### src/rtl/core_seq_pkg.sv
package core_seq_pkg;
    localparam int CNT_W = 4;

    typedef enum logic [2:0] {
        PH_IDLE,
        PH_RD_PRE,
        PH_RD_PULSE,
        PH_LATCH,
        PH_WR_PRE,
        PH_WR_PULSE
    } phase_e;

    typedef struct packed {
        phase_e             phase;
        logic [CNT_W-1:0]   cnt;
        logic               busy;
        logic               wr;
        logic               din;
        logic               unit_ok;
        logic               trip;
        logic               wbit;
        logic               dout;
    } ctrl_state_t;
endpackage

### src/rtl/core_sel_check.sv
module core_sel_check #(
    parameter int N_UNITS = 7
) (
    input  logic [N_UNITS-1:0] sel_i,
    output logic               one_hot_o
);
    localparam int SUM_W = $clog2(N_UNITS + 1);

    logic [SUM_W-1:0] ones;

    always_comb begin
        ones = '0;
        for (int i = 0; i < N_UNITS; i++) begin
            ones = ones + SUM_W'(sel_i[i]);
        end
        one_hot_o = (ones == SUM_W'(1));
    end
endmodule

### src/rtl/core_phase_ctrl.sv
module core_phase_ctrl
    import core_seq_pkg::*;
#(
    parameter int N_UNITS      = 7,
    parameter int RD_PRE_LEN   = 2,
    parameter int RD_PULSE_LEN = 3,
    parameter int LATCH_LEN    = 1,
    parameter int WR_PRE_LEN   = 2,
    parameter int WR_PULSE_LEN = 3,
    parameter int SENSE_DELAY  = 1
) (
    input  logic               clk,
    input  logic               rst_n,
    input  logic               access_i,
    input  logic               wr_i,
    input  logic               din_i,
    input  logic [N_UNITS-1:0] sel_i,
    input  logic               sel_ok_i,
    input  logic               sense_trip_i,
    output phase_e             phase_o,
    output logic               busy_o,
    output logic               dout_o,
    output logic               wbit_o,
    output logic               unit_ok_o,
    output logic [N_UNITS-1:0] sel_o
);
    ctrl_state_t        s_d, s_q;
    logic [N_UNITS-1:0] sel_d, sel_q;
    logic [CNT_W-1:0]   last_cnt;
    logic               at_last;

    function automatic logic [CNT_W-1:0] last_of(input phase_e ph);
        case (ph)
            PH_RD_PRE:   return CNT_W'(RD_PRE_LEN - 1);
            PH_RD_PULSE: return CNT_W'(RD_PULSE_LEN - 1);
            PH_LATCH:    return CNT_W'(LATCH_LEN - 1);
            PH_WR_PRE:   return CNT_W'(WR_PRE_LEN - 1);
            PH_WR_PULSE: return CNT_W'(WR_PULSE_LEN - 1);
            default:     return '0;
        endcase
    endfunction

    function automatic phase_e next_of(input phase_e ph);
        case (ph)
            PH_RD_PRE:   return PH_RD_PULSE;
            PH_RD_PULSE: return PH_LATCH;
            PH_LATCH:    return PH_WR_PRE;
            PH_WR_PRE:   return PH_WR_PULSE;
            default:     return PH_IDLE;
        endcase
    endfunction

    always_comb begin
        s_d      = s_q;
        sel_d    = sel_q;
        last_cnt = last_of(s_q.phase);
        at_last  = (s_q.cnt == last_cnt);

        if (s_q.phase == PH_IDLE) begin
            if (access_i) begin
                s_d.phase   = PH_RD_PRE;
                s_d.cnt     = '0;
                s_d.busy    = 1'b1;
                s_d.wr      = wr_i;
                s_d.din     = din_i;
                s_d.unit_ok = sel_ok_i;
                s_d.trip    = 1'b0;
                sel_d       = sel_i;
            end
        end else begin
            if (at_last) begin
                s_d.phase = next_of(s_q.phase);
                s_d.cnt   = '0;
            end else begin
                s_d.cnt = s_q.cnt + CNT_W'(1);
            end

            if (s_q.phase == PH_RD_PULSE && sense_trip_i &&
                int'(s_q.cnt) >= SENSE_DELAY) begin
                s_d.trip = 1'b1;
            end

            if (s_q.phase == PH_LATCH && at_last) begin
                s_d.dout = s_q.trip;
                s_d.wbit = s_q.wr ? s_q.din : s_q.trip;
            end

            if (s_q.phase == PH_WR_PULSE && at_last) begin
                s_d.busy = 1'b0;
            end
        end
    end

    always_ff @(posedge clk) begin
        if (!rst_n) begin
            s_q   <= '{phase: PH_IDLE, cnt: '0, busy: 1'b0, wr: 1'b0,
                       din: 1'b0, unit_ok: 1'b0, trip: 1'b0, wbit: 1'b0,
                       dout: 1'b0};
            sel_q <= '0;
        end else begin
            s_q   <= s_d;
            sel_q <= sel_d;
        end
    end

    assign phase_o   = s_q.phase;
    assign busy_o    = s_q.busy;
    assign dout_o    = s_q.dout;
    assign wbit_o    = s_q.wbit;
    assign unit_ok_o = s_q.unit_ok;
    assign sel_o     = sel_q;


    busy_start_chk: assert property (@(posedge clk) disable iff (!rst_n)
        $rose(s_q.busy) |-> $past(access_i));


    busy_hold_chk: assert property (@(posedge clk) disable iff (!rst_n)
        (s_q.busy && s_q.phase != PH_WR_PULSE) |=> s_q.busy);


    dout_hold_chk: assert property (@(posedge clk) disable iff (!rst_n)
        (s_q.phase != PH_LATCH) |=> $stable(s_q.dout));
endmodule

### src/rtl/core_drive_decode.sv
module core_drive_decode
    import core_seq_pkg::*;
#(
    parameter int N_UNITS = 7
) (
    input  logic               clk,
    input  logic               rst_n,
    input  phase_e             phase_i,
    input  logic               wbit_i,
    input  logic               unit_ok_i,
    input  logic [N_UNITS-1:0] sel_i,
    output logic [N_UNITS-1:0] pre_en_o,
    output logic [N_UNITS-1:0] drv0_en_o,
    output logic [N_UNITS-1:0] drv1_en_o
);
    logic in_pre, in_rd, in_wr;

    assign in_pre = (phase_i == PH_RD_PRE) || (phase_i == PH_WR_PRE);
    assign in_rd  = (phase_i == PH_RD_PULSE);
    assign in_wr  = (phase_i == PH_WR_PULSE);

    for (genvar g = 0; g < N_UNITS; g++) begin : g_unit
        logic unit_en;
        assign unit_en      = unit_ok_i && sel_i[g];
        assign pre_en_o[g]  = unit_en && in_pre;
        assign drv0_en_o[g] = unit_en && (in_rd || (in_wr && !wbit_i));
        assign drv1_en_o[g] = unit_en && in_wr && wbit_i;
    end


    polarity_excl_chk: assert property (@(posedge clk) disable iff (!rst_n)
        (drv0_en_o & drv1_en_o) == '0);


    pre_pulse_excl_chk: assert property (@(posedge clk) disable iff (!rst_n)
        (pre_en_o & (drv0_en_o | drv1_en_o)) == '0);


    one_unit_chk: assert property (@(posedge clk) disable iff (!rst_n)
        $onehot0(pre_en_o | drv0_en_o | drv1_en_o));
endmodule

### src/rtl/core_access_seq.sv
module core_access_seq
    import core_seq_pkg::*;
#(
    parameter int N_UNITS      = 7,
    parameter int RD_PRE_LEN   = 2,
    parameter int RD_PULSE_LEN = 3,
    parameter int LATCH_LEN    = 1,
    parameter int WR_PRE_LEN   = 2,
    parameter int WR_PULSE_LEN = 3,
    parameter int SENSE_DELAY  = 1
) (
    input  logic               clk,
    input  logic               rst_n,
    input  logic               access_i,
    input  logic               wr_i,
    input  logic               din_i,
    input  logic [N_UNITS-1:0] sel_i,
    input  logic               sense_trip_i,
    output logic               busy_o,
    output logic               dout_o,
    output logic [N_UNITS-1:0] pre_en_o,
    output logic [N_UNITS-1:0] drv0_en_o,
    output logic [N_UNITS-1:0] drv1_en_o
);
    logic               sel_ok;
    phase_e             phase;
    logic               wbit;
    logic               unit_ok;
    logic [N_UNITS-1:0] sel_held;

    core_sel_check #(.N_UNITS(N_UNITS)) u_sel_check (
        .sel_i     (sel_i),
        .one_hot_o (sel_ok)
    );

    core_phase_ctrl #(
        .N_UNITS      (N_UNITS),
        .RD_PRE_LEN   (RD_PRE_LEN),
        .RD_PULSE_LEN (RD_PULSE_LEN),
        .LATCH_LEN    (LATCH_LEN),
        .WR_PRE_LEN   (WR_PRE_LEN),
        .WR_PULSE_LEN (WR_PULSE_LEN),
        .SENSE_DELAY  (SENSE_DELAY)
    ) u_phase_ctrl (
        .clk          (clk),
        .rst_n        (rst_n),
        .access_i     (access_i),
        .wr_i         (wr_i),
        .din_i        (din_i),
        .sel_i        (sel_i),
        .sel_ok_i     (sel_ok),
        .sense_trip_i (sense_trip_i),
        .phase_o      (phase),
        .busy_o       (busy_o),
        .dout_o       (dout_o),
        .wbit_o       (wbit),
        .unit_ok_o    (unit_ok),
        .sel_o        (sel_held)
    );

    core_drive_decode #(.N_UNITS(N_UNITS)) u_drive_decode (
        .clk       (clk),
        .rst_n     (rst_n),
        .phase_i   (phase),
        .wbit_i    (wbit),
        .unit_ok_i (unit_ok),
        .sel_i     (sel_held),
        .pre_en_o  (pre_en_o),
        .drv0_en_o (drv0_en_o),
        .drv1_en_o (drv1_en_o)
    );


    bad_sel_quiet_chk: assert property (@(posedge clk) disable iff (!rst_n)
        (!busy_o && access_i && !$onehot(sel_i)) |=>
            ((pre_en_o | drv0_en_o | drv1_en_o) == '0));
endmodule

### config.mk
export PLATFORM = sky130hd
export DESIGN_NAME = core_access_seq
export DESIGN_NICKNAME = d
export VERILOG_FILES = /design/src/rtl/core_seq_pkg.sv /design/src/rtl/core_sel_check.sv /design/src/rtl/core_phase_ctrl.sv /design/src/rtl/core_drive_decode.sv /design/src/rtl/core_access_seq.sv
export SDC_FILE = /design/constraint.sdc
export NUM_CORES = 1
export LEC_CHECK = 0
export BUFFER_PORTS_ARGS = -buffer_cell sky130_fd_sc_hd__buf_2
export CAP_MARGIN = 20
export CORE_MARGIN = 5
export CORE_UTILIZATION = 52
export CTS_BUF_LIST = sky130_fd_sc_hd__clkbuf_8 sky130_fd_sc_hd__clkbuf_16
export DETAILED_ROUTE_END_ITERATION = 12
export PLACE_DENSITY = 0.76
export SYNTH_ARGS = -nofsm -noshare
export SYNTH_HDL_FRONTEND = slang
export SYNTH_SLANG_ARGS = --single-unit
### constraint.sdc
create_clock -name clk -period 3.1 [get_ports clk]
set_clock_uncertainty 0.1 [all_clocks]
set_input_delay 0.31 -clock clk [delete_from_list [all_inputs] [get_ports clk]]
set_output_delay 0.31 -clock clk [all_outputs]
set_load 0.005 [all_outputs]
---- After elaboration in Yosys (flattened, before gate mapping) ----
Cells that the tools add are included.
Widths: inputs -> output; s select.
operators by class
  add/subtract/negate cells ............... 7
  magnitude comparators ................... 1
  equality and inequality tests ........... 8
  mux-type cells .......................... 10
  bitwise logic cells ..................... 1
  reductions and logical operators ........ 54
operator list
  operator             count
  $logic_and 1x1->1    40
  $add 3x1->3          5
  $mux 12              1
  $pmux 3 s4           1
  $reduce_and 2->1     5
  $mux 8               1
  $eq 3x1->1 const B   2
  $eq 3x2->1 const B   2
  $eq 3x3->1 const B   2
  $reduce_bool 2->1    3
  $add 4x1->4 const B  1
  $eq 4x2->1           1
  $ge 4x1->1 const B   1
  $mux 1               4
  $mux 4               1
  $pmux 2 s2           1
  $reduce_or 2->1      2
  $logic_not 3->1      1
  $mux 3               1
  $add 1x1->2          1
  $logic_or 1x1->1     2
  $ne 2x2->1 const B   1
  $logic_not 1->1      1
  $not 1->1            1
word-level totals
  bits in registers ....................... 21
  input bits .............................. 13
  output and inout bits ................... 23
  word-level logic and storage cells ...... 91

---- Logic depth before layout (Yosys ltp) ----
Gate-level depths: netlist of run 1.
  depth after elaboration ................. 9
  gate-level depth with buffers ........... 10
  gate-level depth less buffers ........... 10

---- Cells and area by module ----
Synthesis of run 1 repeated with hierarchy kept, for this count alone.
second synthesis, totals
  cells, all modules ...................... 195
  area, all modules ....................... 1566.5 um^2
by module, submodules not included
  module             instances  cells an instance  area an instance (um^2)  seq. area each (um^2)
  core_phase_ctrl    1          144                1193.6                   420.4
  core_drive_decode  1          38                 250.2                    0.0
  core_sel_check     1          13                 122.6                    0.0

---- Worst setup path after synthesis of run 1 ----
OpenSTA, ideal clock, no wires.
  path kind ............................... input-to-reg
  start ................................... input sel_i[0]
  end ..................................... register u_phase_ctrl.s_q, in the netlist u_phase_ctrl.unit_ok_o
  arrival ................................. 2.483 ns
  required time ........................... 2.930 ns
  slack ................................... 0.447 ns
  cell stages on the path ................. 10
  path buffers ............................ 0
  cell sequence ........................... ha_1 > inv_1 > fa_1 > fa_1 > inv_1 > ha_1 > fa_1 > xnor2_1 > nand4b_1 > a21oi_1
between the ends
  longest elaborated chain between the ends .. 7
RTL lines
  element                   RTL line               text
  from (decl)               core_access_seq.sv:17  input logic [N_UNITS-1:0] sel_i,
  $add 1x1->2               core_sel_check.sv:14   ones = ones + SUM_W'(sel_i[i]);
  $add 3x1->3 (5 in a row)  core_sel_check.sv:14
  $eq 3x1->1                core_sel_check.sv:16   one_hot_o = (ones == SUM_W'(1));
  to (signal assigned)      core_phase_ctrl.sv:96  s_q <= '{phase: PH_IDLE, cnt: '0, busy: 1'b0, wr: 1'b0,
  to (decl)                 core_phase_ctrl.sv:27  ctrl_state_t s_d, s_q;
Every way passes these cells.
A chain may end at the register's enable or synchronous reset.

---- Worst setup path in the final report of run 1 ----
Ends and elaborated chain as after synthesis.

==> summary.md, run 1 <==
| Metric | Value |
|---|---|
| Status | `finished clean` |
| Crit path buffers/inverters | `3` |
| Max-Slew Margin vs Limit | `56.1%` |
| First-pass GRT wire length | `approximately 6 mm` |
| CP Data Arrival Time | `approximately 2800 ps` |
| Max Transition Viols Final | `0` |
| Layout Area Growth over Synthesis | `13.0%` |
| FF+latch count, synth | `21` |
| Clk Latency, worst-skew pair | `approximately 260 ps` |
| Fraction of layout cells with a size suffix above 1 | `a little over a fifth` |
| Number of port buffers | `35` |
| Mean Syn Cell Area | `approximately 7.5 sq um` |
| Routability Congestion | `~0.86` |
| CP max-delay cell | `fa_1` |
| Post_cts resized | `0` |
| Worst-path cell chain | `buf_2 > ha_1 > inv_1 > fa_1 > fa_1 > inv_1 > ha_1 > fa_1 > xnor2_1 > nand4b_1 > a21oi_1` |
| Pwr dens | `around 380 nW/um^2` |
| CTS H-Tree Depth | `1` |
| CTS Buf Count | `3` |
| Drt pass-1 iters | `4` |
| CP startpoint kind | `input port` |
| Root buf cell | `clkbuf_8` |
| Final nets | `240` |
| Diodes inserted | `0` |
| Cell count after synthesis | `around 190` |
| Final WS setup | `between 400 and 500 ps` |
| CTS Hold Bufs | `0` |
| Die width | `62.4 microns` |
| Setup bufs post-CTS | `0` |
| Core area | `2690 sq um` |
| Crit share post-route | `86.2%` |
| Syn nets | `roughly 210` |
| Final core occ | `approximately 60%` |
| Vias | `~1400` |
| Post-synthesis cell area | `between 1000 and 1500 sq um` |
| Required @ worst endpoint | `between 3000 and 4000 ps` |
| Vias in the first global route | `1337` |
| Detailed Route Iter0 Violations | `84` |
| Yosys cell types | `54` |
| Top_reg_cell synth | `dfxtp_1` |
| Hold WC Path Type | `input port to register` |
| Ys async rst share | `0%` |
| CTS Buffer Depth | `2` |
| Final Setup Violations | `0` |
| TritonCTS clock tree | `done` |
| Largest net degree at the start of global routing | `22` |
| Site Rows | `19` |
| CTS Sinks | `21` |
| Global Route Usage Sum | `17.8%` |
| Post-route ant nets | `0` |
| Fillcell total | `approximately 260` |
| Initial antenna violation count | `0` |
| Total of max-cap violations | `0` |
| Yosys warns | `0` |
| Most frequent CP cell | `fa_1` |
| Die area | `between 3000 and 4000 sq um` |
| Die Y | `approximately 62 microns` |
| Setup CP Type | `input port to register` |
| Delay-heaviest family, CP | `adder cells` |
| Worst-path clk slew | `roughly 80 ps` |
| Max incr delay on CP | `between 400 and 500 ps` |
| Hold Violations, Final | `0` |
| Peak supply drop | `between 300 and 400 uV` |
| Critical path fanouts, max | `2` |
| Ports | `36` |
| Critical Path Sink Type | `register` |
| Total grt overflow | `0` |
| Dpl ws | `194 ps` |
| Via density per instance | `5.73` |
| Peak Freq | `~370 MHz` |
| Final HPWL DP | `~2.6 mm` |
| Leak pwr | `about 0.7 nW` |
| Area taken by multi-input logic gates | `between 800 and 900 sq um` |
| Initial Util | `a little over half` |
| EDFF count, synth | `0` |
| DRT Wirelength | `between 3 and 4 mm` |
| Post-synthesis sequential area ratio | `about 29%` |
| Total area of sequential cells | `420 sq um` |
| Setup TNS | `0 ps` |
| Worst-margin pin slew | `657 ps` |
| Unrepaired setup endpoints after global routing | `no` |
| Minimum clock period | `about 2700 ps` |
| Routed wire per std cell | `~14 microns` |
| # DRC | `0` |
[state kept, by name, summed over array words and instances, names as in the netlist]
name / count
u_phase_ctrl.wbit_o: 1
u_phase_ctrl.unit_ok_o: 1
u_phase_ctrl.dout_o: 1
u_phase_ctrl.sel_o: 7
u_phase_ctrl.busy_o: 1
u_phase_ctrl.s_q: 7
u_phase_ctrl.phase_o: 3
[path summary, 6_finish.rpt]
check | startpoint | endpoint | slack [ps] | cells past startpoint
worst min-delay path | wr_i | u_phase_ctrl.s_q[5] | 180 | 3
worst min register to register | u_phase_ctrl.sel_o[0] | u_phase_ctrl.sel_o[0] | 360 | 2
worst max-delay path | sel_i[0] | u_phase_ctrl.unit_ok_o | 430 | 11
worst max register to register | u_phase_ctrl.s_q[8] | u_phase_ctrl.s_q[2] | 1180 | 5
[final cells by class]
cell class / instances / share of cell area (%)
Clock buffer: 3 / 2.56
Clock inverter: 1 / 0.233
Inverter: 14 / 3.26
Multi-Input combinational cell: 143 / 54.7
Sequential cell: 21 / 26.0
Tap cell: 31 / 2.40
Timing Repair Buffer: 35 / 10.9
[worst reg2reg max path, cell delays in order, from the launching register on]
cell,delay [ps]
dfxtp_1,650
inv_1,230
ha_1,240
o311a_1,350
o21ai_1,130
a21oi_1,80
[through the flow]
step	hold slack, ps	cells	power, mW	area (sq um)
2_1_floorplan	336	191	0.415	1430
3_3_place_gp	344	244	0.438	1570
3_5_place_dp	350	244	0.447	1570
4_1_cts	181	248	0.618	1610
5_1_grt	196	248	0.649	1610
6_report	183	248	0.616	1610
[synthesized netlist by cell type, types with 2 or more instances]
cell type / count / area [sq um]
a211oi_1: 2 / 15.0
a21oi_1: 11 / 55.1
a31oi_1: 4 / 25.0
buf_2: 5 / 25.0
buf_6: 2 / 22.5
clkbuf_1: 4 / 15.0
dfxtp_1: 21 / 420
fa_1: 3 / 60.1
ha_1: 6 / 75.1
inv_1: 13 / 48.8
nand2_1: 33 / 124
nand2b_1: 2 / 12.5
nand3_1: 7 / 35.0
nand3b_1: 2 / 15.0
nand4b_1: 2 / 17.5
nor2_1: 27 / 101
nor2b_1: 2 / 12.5
nor3_1: 4 / 20.0
o21ai_0: 2 / 10.0
o22ai_1: 2 / 12.5
or3_1: 2 / 12.5
xnor2_1: 2 / 17.5
xor2_1: 2 / 17.5
[cell families (layout without fill, tap and decap cells)]
| kind of cell | Yosys count | after routing | synth area share, % |
|---|---|---|---|
| AND/OR/NAND/NOR | 92 | 92 | 30.7 |
| AO/OA/AOI/OAI | 37 | 37 | 18.4 |
| buffers and inverters | 27 | 53 | 8.84 |
| flip-flops | 21 | 21 | 29.4 |
| adder cells (fa/ha/maj) | 9 | 9 | 9.46 |
| XOR/XNOR | 4 | 4 | 2.45 |
| multiplexers | 1 | 1 | 0.701 |
[per-layer routing]
layer  track usage (%)  share of wire (%)  vias to the layer above
li1                  -                  -                      706
met1              24.1                 46                      667
met2              28.8                 48                       43
met3              3.06                5.0                        4
met4              5.31               0.89                        0
met5                 0                  0                        -
[power by group]
group	internal [mW]	total (mW)	switching (mW)	leakage, nW
Clock	0.0881	0.175	0.0871	0.0269
Sequential	0.285	0.309	0.0242	0.171
Combinational	0.0572	0.132	0.0747	0.507
[cell usage in the layout, fill, tap and decap left out, drive strengths merged, types with 2 or more instances in the layout]
cell type and n:
xnor2 2, nand2b 2, a21oi 12, nor2b 2, or3 2, nand4b 2
o22ai 2, o21ai 4, nand3b 2, clkbuf 3, dfxtp 21, xor2 2
a211oi 2, nor3 5, inv 15, nand3 7, fa 3, a31oi 4
nand2 34, buf 35, ha 6, nor2 27
No activity file was read; power rests on OpenSTA's default activity.
==> run 2, diff against run 1 <==
==> constraint.sdc (replaced) <==
create_clock -name clk -period 2.8 [get_ports clk]
set_clock_uncertainty 0.1 [all_clocks]
set_input_delay 0.28 -clock clk [delete_from_list [all_inputs] [get_ports clk]]
set_output_delay 0.28 -clock clk [all_outputs]
set_load 0.005 [all_outputs]
==> summary.md, run 2 (same netlist as run 1, synthesis figures left out) <==
| Metric | Value |
|---|---|
| Switching power total | `about 0.21 mW` |
| CTS Buf Count | `3` |
| Reg2Reg Launch Point | `u_phase_ctrl.s_q[8]` |
| Initial Util | `a little over half` |
| WP depth | `11` |
| Clock power share | `approximately 29%` |
| Number of port buffers | `35` |
| Peak Freq | `approximately 380 MHz` |
| Post_cts resized | `0` |
| Routed wire per std cell | `around 14 microns` |
| Initial antenna violation count | `0` |
| Post-route ant nets | `0` |
| Worst-margin pin slew | `655 ps` |
| Post-route cell area | `roughly 1600 sq um` |
| Die area | `slightly below 4000 sq um` |
| Final Setup Violations | `0` |
| Global Route Usage Sum | `around 18%` |
| Area taken by multi-input logic gates | `882 sq um` |
| Reg2Reg Setup Slack | `just over 900 ps` |
| Pint | `0.476 mW` |
| Most frequent cells in the layout | `35 x buf_2, 33 x nand2_1, 27 x nor2_1` |
| Fraction of layout cells with a size suffix above 1 | `between 20% and 30%` |
| Minimum clock period | `about 2600 ps` |
| HP Start | `wr_i` |
| Final core occ | `roughly 60%` |
| Final nets | `between 200 and 250` |
| Pwr dens | `424 nW/um^2` |
| DRT Wirelength | `roughly 3.4 mm` |
| Drt pass-1 iters | `4` |
| Routability Congestion | `a little under 0.9` |
| Placed Instance Area | `around 1600 sq um` |
| CTS H-Tree Depth | `1` |
| Vias | `between 1000 and 1500` |
| Max-Slew Margin vs Limit | `56.3%` |
| Die Y | `62.4 microns` |
| Switch share | `30.3%` |
| Peak supply drop | `around 380 uV` |
| CTS Buffer Depth | `2` |
| Detailed Route Iter0 Violations | `95` |
| Unrepaired setup endpoints after global routing | `no` |
| Max Transition Viols Final | `0` |
| R2R Path End | `u_phase_ctrl.s_q[2]` |
| Final HPWL DP | `approximately 2.6 mm` |
| Hold WC Path Type | `input port to register` |
| Critical Path Sink Type | `register` |
| Core area | `2690 sq um` |
| Status | `finished clean` |
| Hold path cells | `3` |
| Hold Violations, Final | `0` |
| Critical path fanouts, max | `2` |
| Combinational cell fraction of total power | `roughly a fifth` |
| Site Rows | `19` |
| Die width | `about 62 microns` |
| TritonCTS clock tree | `done` |
| CP startpoint kind | `input port` |
| Delay-heaviest family, CP | `adder cells` |
| Worst-path clk slew | `approximately 80 ps` |
| Root buf cell | `clkbuf_8` |
| Fillcell total | `between 200 and 300` |
| Layout Area Growth over Synthesis | `13.0%` |
| Largest net degree at the start of global routing | `22` |
| Total grt overflow | `0` |
| Ports | `36` |
| R2R depth | `5` |
| CP max-delay cell | `fa_1` |
| Leak pwr | `approximately 0.71 nW` |
| Crit share post-route | `~94%` |
| CTS Sinks | `21` |
| CP Data Arrival Time | `around 2700 ps` |
| # DRC | `0` |
| CTS Hold Bufs | `0` |
| Worst-path cell chain | `buf_2 > ha_1 > inv_1 > fa_1 > fa_1 > inv_1 > ha_1 > fa_1 > xnor2_1 > nand4b_1 > a21oi_1` |
| Total area of sequential cells | `420 sq um` |
| Clk Latency, worst-skew pair | `between 200 and 300 ps` |
| Setup CP Type | `input port to register` |
| Total of max-cap violations | `0` |
| Via density per instance | `5.67` |
| Diodes inserted | `0` |
| Setup bufs post-CTS | `0` |
| Seq pwr share | `about 50%` |
| Most frequent CP cell | `fa_1` |
| Vias in the first global route | `approximately 1300` |
| Commonest non-fill, non-tap cell in the layout | `buf_2` |
| Required @ worst endpoint | `between 2000 and 3000 ps` |
| Max incr delay on CP | `490 ps` |
| First-pass GRT wire length | `5.92 mm` |
| Crit path buffers/inverters | `3` |
| Hold Path Sink | `u_phase_ctrl.s_q[5]` |
[run 2: cell counts in the layout (fill, tap and decap cells not counted)]
Identical to the previous run, type by type.
[run 2: worst reg2reg max path, delay by kind of cell, from the launching register on]
family	cells	cell delay, ps
flops	1	630
compound gates	3	540
fa+ha+maj	1	240
buf+inv	1	230
[run 2: how the worst max path moves through the flow]
stage | startpoint | slack, ps | endpoint
2_1_floorplan | sel_i[0] | 180 | u_phase_ctrl.unit_ok_o
3_3_place_gp | sel_i[0] | 10 | u_phase_ctrl.unit_ok_o
3_5_place_dp | sel_i[0] | -80 | u_phase_ctrl.unit_ok_o
4_1_cts | sel_i[0] | 170 | u_phase_ctrl.unit_ok_o
5_1_grt | sel_i[0] | 90 | u_phase_ctrl.unit_ok_o
6_report | sel_i[0] | 160 | u_phase_ctrl.unit_ok_o
[run 2: power groups by stage]
stage          combinational, mW  clock [mW]  sequential [mW]
2_1_floorplan              0.130           0            0.330
4_1_cts                    0.146       0.197            0.342
6_report                   0.146       0.196            0.342
3_5_place_dp               0.146           0            0.349
3_3_place_gp               0.138           0            0.347
5_1_grt                    0.163       0.210            0.346
[run 2: area by class of cell]
| class | count | area share (%) |
|---|---|---|
| Clock inverter | 1 | 0.233 |
| Inverter | 14 | 3.26 |
| Timing Repair Buffer | 35 | 10.9 |
| Sequential cell | 21 | 26.0 |
| Tap cell | 31 | 2.40 |
| Multi-Input combinational cell | 143 | 54.7 |
| Clock buffer | 3 | 2.56 |
[run 2: per-stage QoR]
step	power, mW	TNS, ps	hold WS [ps]	instances	setup slack [ps]
2_1_floorplan	0.460	0	316	191	177
3_3_place_gp	0.485	0	344	244	10.5
3_5_place_dp	0.495	-75.1	350	244	-75.1
4_1_cts	0.685	0	150	248	167
5_1_grt	0.719	0	167	248	91.6
6_report	0.684	0	152	248	161
[run 2: layer usage]
metal	vias to the layer above	GRT usage, %	wire length [microns]	share of wire, %
li1	704	-	-	-
met1	652	22.7	1530	45
met2	45	29.0	1680	49
met3	4	4.14	191	5.6
met4	0	5.57	17	0.50
met5	-	0	0	0
